==> src/rtl/pfd_lock_pkg.sv <==
package pfd_lock_pkg;

    typedef enum logic [1:0] {
        ST_IDLE     = 2'd0,
        ST_FB_LEAD  = 2'd1,
        ST_REF_LEAD = 2'd2
    } cmp_state_t;

endpackage

==> src/rtl/pfd_edge_fsm.sv <==
module pfd_edge_fsm
    import pfd_lock_pkg::*;
#(
    parameter int CNT_W = 4
) (
    input  logic             clk,
    input  logic             rst_n,
    input  logic             restart,
    input  logic             fb_pulse,
    input  logic             ref_pulse,
    output cmp_state_t       state_q,
    output logic [CNT_W-1:0] gap_q,
    output logic             resolve,
    output logic [CNT_W-1:0] gap_final
);

    localparam logic [CNT_W-1:0] GAP_MAX = {CNT_W{1'b1}};
    localparam logic [CNT_W-1:0] GAP_ONE = {{(CNT_W-1){1'b0}}, 1'b1};

    cmp_state_t       state_d;
    logic [CNT_W-1:0] gap_d;

    // state register
    always_ff @(posedge clk) begin
        if (!rst_n) begin
            state_q <= ST_IDLE;
            gap_q   <= '0;
        end else begin
            state_q <= state_d;
            gap_q   <= gap_d;
        end
    end

    // next state, gap count and resolution
    always_comb begin
        state_d   = state_q;
        gap_d     = gap_q;
        resolve   = 1'b0;
        gap_final = gap_q;
        if (restart) begin
            // T_RESTART
            state_d = ST_IDLE;
            gap_d   = '0;
        end else begin
            unique case (state_q)
                ST_IDLE: begin
                    gap_d = '0;
                    if (fb_pulse && ref_pulse) begin
                        // T_TIE
                        resolve   = 1'b1;
                        gap_final = '0;
                    end else if (fb_pulse) begin
                        // T_FB_FIRST
                        state_d = ST_FB_LEAD;
                        gap_d   = GAP_ONE;
                    end else if (ref_pulse) begin
                        // T_REF_FIRST
                        state_d = ST_REF_LEAD;
                        gap_d   = GAP_ONE;
                    end
                end
                ST_FB_LEAD: begin
                    if (ref_pulse) begin
                        // T_REF_LAG (a coincident fb repeat is absorbed)
                        state_d = ST_IDLE;
                        gap_d   = '0;
                        resolve = 1'b1;
                    end else begin
                        // T_EXTEND or plain wait
                        gap_d = (gap_q == GAP_MAX) ? GAP_MAX : gap_q + GAP_ONE;
                    end
                end
                ST_REF_LEAD: begin
                    if (fb_pulse) begin
                        // T_FB_LAG
                        state_d = ST_IDLE;
                        gap_d   = '0;
                        resolve = 1'b1;
                    end else begin
                        gap_d = (gap_q == GAP_MAX) ? GAP_MAX : gap_q + GAP_ONE;
                    end
                end
                default: begin
                    state_d = ST_IDLE;
                    gap_d   = '0;
                end
            endcase
        end
    end

endmodule

==> src/rtl/pfd_lock_eval.sv <==
module pfd_lock_eval #(
    parameter int CNT_W = 4
) (
    input  logic             clk,
    input  logic             rst_n,
    input  logic             resolve,
    input  logic [CNT_W-1:0] gap_final,
    input  logic [CNT_W-1:0] win_cycles,
    output logic             locked_q
);

    always_ff @(posedge clk) begin
        if (!rst_n) begin
            locked_q <= 1'b0;
        end else if (resolve) begin
            locked_q <= (gap_final < win_cycles);
        end
    end

endmodule

==> src/rtl/pfd_drive_gate.sv <==
module pfd_drive_gate
    import pfd_lock_pkg::*;
#(
    parameter int CNT_W = 4
) (
    input  cmp_state_t       state_q,
    input  logic [CNT_W-1:0] gap_q,
    input  logic [CNT_W-1:0] win_cycles,
    output logic             up,
    output logic             dn,
    output logic             drive_en
);

    // output process
    always_comb begin
        up       = 1'b0;
        dn       = 1'b0;
        drive_en = 1'b0;
        unique case (state_q)
            ST_IDLE: ;
            ST_FB_LEAD: begin
                up       = 1'b1;
                drive_en = (gap_q >= win_cycles);
            end
            ST_REF_LEAD: begin
                dn       = 1'b1;
                drive_en = (gap_q >= win_cycles);
            end
            default: ;
        endcase
    end

endmodule

==> src/rtl/pfd_lock.sv <==
module pfd_lock
    import pfd_lock_pkg::*;
#(
    parameter int WIN_W = 4
) (
    input  logic             clk,
    input  logic             rst_n,
    input  logic             restart,
    input  logic             fb_pulse,
    input  logic             ref_pulse,
    input  logic [WIN_W-1:0] win_cycles,
    output logic             up,
    output logic             dn,
    output logic             drive_en,
    output logic             lock_n
);

    cmp_state_t       state_q;
    logic [WIN_W-1:0] gap_q;
    logic [WIN_W-1:0] gap_final;
    logic             resolve;
    logic             locked_q;

    pfd_edge_fsm #(.CNT_W(WIN_W)) u_fsm (
        .clk       (clk),
        .rst_n     (rst_n),
        .restart   (restart),
        .fb_pulse  (fb_pulse),
        .ref_pulse (ref_pulse),
        .state_q   (state_q),
        .gap_q     (gap_q),
        .resolve   (resolve),
        .gap_final (gap_final)
    );

    pfd_lock_eval #(.CNT_W(WIN_W)) u_lock (
        .clk        (clk),
        .rst_n      (rst_n),
        .resolve    (resolve),
        .gap_final  (gap_final),
        .win_cycles (win_cycles),
        .locked_q   (locked_q)
    );

    pfd_drive_gate #(.CNT_W(WIN_W)) u_gate (
        .state_q    (state_q),
        .gap_q      (gap_q),
        .win_cycles (win_cycles),
        .up         (up),
        .dn         (dn),
        .drive_en   (drive_en)
    );

    assign lock_n = ~locked_q;

endmodule

==> config.mk <==
export PLATFORM = sky130hd
export DESIGN_NAME = pfd_lock
export DESIGN_NICKNAME = d
export VERILOG_FILES = /design/src/rtl/pfd_lock_pkg.sv /design/src/rtl/pfd_edge_fsm.sv /design/src/rtl/pfd_lock_eval.sv /design/src/rtl/pfd_drive_gate.sv /design/src/rtl/pfd_lock.sv
export SDC_FILE = /design/constraint.sdc
export NUM_CORES = 1
export LEC_CHECK = 0
export BUFFER_PORTS_ARGS = -buffer_cell sky130_fd_sc_hd__buf_2
export CORE_AREA = 2 2 39 41
export CTS_CLUSTER_DIAMETER = 150
export DETAILED_ROUTE_END_ITERATION = 6
export DIE_AREA = 0 0 41 43
export PLACE_DENSITY = 0.72
export SYNTH_ARGS = -nofsm -noshare
export SYNTH_HDL_FRONTEND = slang
export SYNTH_SLANG_ARGS = --single-unit
export TNS_END_PERCENT = 1
==> constraint.sdc <==
create_clock -name clk -period 5.43 [get_ports clk]
set_clock_uncertainty 0.2 [all_clocks]
set_input_delay 1.629 -clock clk [delete_from_list [all_inputs] [get_ports clk]]
set_output_delay 1.629 -clock clk [all_outputs]
set_load 0.005 [all_outputs]
==> results.txt <==
Setup WS pre-CTS: 1080 ps
Crit path cell chain: buf_2 > inv_1 > ha_1 > a21boi_0 > o21ai_0 > a21oi_1 > buf_2
CTS tree: built
Worst vdd ir: 0.142 mV
Synth Register Bits: 7
Number of fill cells: 135
H-tree Lvls: 1
Yosys warning total: 0
Post-route ant nets: 0
Final wirelength: 1230 µm
Crit-path slowest cell: ha_1
Placer Congestion: 0.727
Post-synthesis cell count: 80
Max-Cap Viols: 0
Post-DP HPWL: 1020 µm
Clock-pin slew on the worst setup and hold paths: 60 ps
CP Launch Type: primary input
# DRC: 0
Total gr overflow: 0
CP max FO: 2
Layout cells sized above 1: 18.8%
Number of DRC markers in iteration 0: 10
Syn_nets: 103
Worst-margin pin slew: 365 ps
Leak Pwr: 0.361 nW
Final worst-path cycle share: 80.0%
Cell mode on critical path: buf_2
Die area: 1760 µm²
RSZ-0062 raised after global routing: no
Req. time, crit path: 3600 ps
RR Startpoint: u_fsm.state_q[0]$_SDFFE_PP0P_
Placed cells: 108
Chip Height: 43 µm
Final std cells w/o fill: 112
Root buffer cell: clkbuf_4
Worst min-delay path startpoint: u_fsm.state_q[1]$_SDFFE_PP0P_
Mapped Area: 644 µm²
Initial Utilization: 46.6%
Final worst setup slack: 1090 ps
Number of flops mapped to enable cells by yosys: 0
Max frequency: 230 MHz
Met1 WL: 588 µm
Synth unique cells: 25
Critical Path End Type: primary output
Die W: 41 µm
Clk sinks: 7
Sequential area share after synthesis: 21.7%
TNS Setup: 0 ps
Cts hold-fix bufs: 0
Post CTS Setup Buffer Count: 0
Fin util: 54.2%
Final min period: 4340 ps
Drt wl/cell: 11.0 µm
Largest net degree at the start of global routing: 8
Core area: 1380 µm²
I/O pins: 13
Final nets: 120
P per Cell Area: 178 nW/µm²
Port Buffer Count: 12
Clk_lat worst skew: 260 ps
Synthesis-to-layout area growth: 16.5%
Row count: 14
Vias in the first global route: 554
Initial antenna violation count: 0
Met3 WL: 70 µm
Final setup fails: 0
Gr usage total: 18.3%
DR pass1 iterations: 4
Routed vias/inst: 5.18
Status: complete, no violations
Max transition margin: 75.7%
Num CTS Buffers: 3
Largest stage delay on the critical path: 270 ps
WS Path Type: in2out
Multi-input gate area: 452 µm²
Diodes inserted: 0
Critical Path Start: win_cycles[1]
Max clock buf depth: 2
Syn Area/Cell: 8.05 µm²
Cts repair resizes: 0
Register area: 140 µm²
Metal2 WL: 558 µm
First-pass GRT wire length: 2160 µm
CP arrival: 2520 ps
Commonest cells after routing, fill and taps aside: 14 x inv_1, 14 x ha_1, 12 x buf_2, 8 x nor2_1
Highest metal used: met4
Hold Crit Class: reg2reg
Via Count: 580
Hold Vio Cnt, Final: 0
Main synth FF type: dfxtp_1
Max Transition Viols Final: 0
Synth async-reset ratio: 0%
## critical path: cells and delay by family
| family | cells | cell delay [ps] |
|---|---|---|
| adder cells (fa/ha/maj) | 1 | 270 |
| buffers and inverters | 3 | 260 |
| AO/OA/AOI/OAI | 3 | 360 |
## state kept, by name, summed over array words and instances, names as in the netlist
name and count:
u_fsm.gap_q 4, u_fsm.state_q 2, u_lock.locked_q 1
## per-layer routing
metal  vias up  global-route usage (%)
li1        310                       -
met1       255                    20.5
met2        13                    28.7
met3         2                    9.42
met4         0                    6.00
met5         -                       0
## where the power goes
group / switching, mW / leakage [nW] / internal (mW)
Combinational: 0.0147 / 0.289 / 0.0132
Clock: 0.0223 / 0.0150 / 0.0282
Sequential: 0.00164 / 0.0568 / 0.0532
Total: 0.0387 / 0.361 / 0.0946
## kinds of logic after synthesis
logic type	share of synthesized area [%]
fa+ha+maj	27.2
flops	21.7
mux	1.75
buf+inv	8.16
simple gates	21.0
compound gates	20.2
## area by class of cell
| type | count | area share, % |
|---|---|---|
| Tap cell | 16 | 2.67 |
| Multi-Input combinational cell | 59 | 60.2 |
| Clock buffer | 4 | 3.50 |
| Inverter | 14 | 7.00 |
| Timing Repair Buffer | 12 | 8.00 |
| Sequential cell | 7 | 18.7 |
## final timing paths
kind	end	slack, ps	cells after the start
setup reg to reg	u_lock.locked_q$_SDFFE_PN0P_	3150	9
hold / removal	u_fsm.state_q[1]$_SDFFE_PP0P_	300	2
setup / recovery	drive_en	1090	7
hold reg to reg	u_fsm.state_q[1]$_SDFFE_PP0P_	300	2
## cell usage after synthesis (2+ instances only)
cell type	n	area (µm²)
a21oi_1	4	20.0
dfxtp_1	7	140
nor3_1	2	10.0
nor2_1	8	30.0
nand2_1	7	26.3
o21ai_0	3	15.0
ha_1	14	175
inv_1	14	52.6
nor2b_1	3	18.8
nand3_1	3	15.0
## stage by stage
| stage | power [mW] | hold slack [ps] | instance area (µm²) |
|---|---|---|---|
| after global placement | 0.0831 | 285 | 724 |
| after CTS | 0.136 | 302 | 751 |
| after detailed placement | 0.0839 | 291 | 724 |
| after floorplan | 0.0742 | 262 | 644 |
| final | 0.133 | 296 | 751 |
| after global routing | 0.143 | 339 | 751 |
Power figures use the tool's default switching activity.
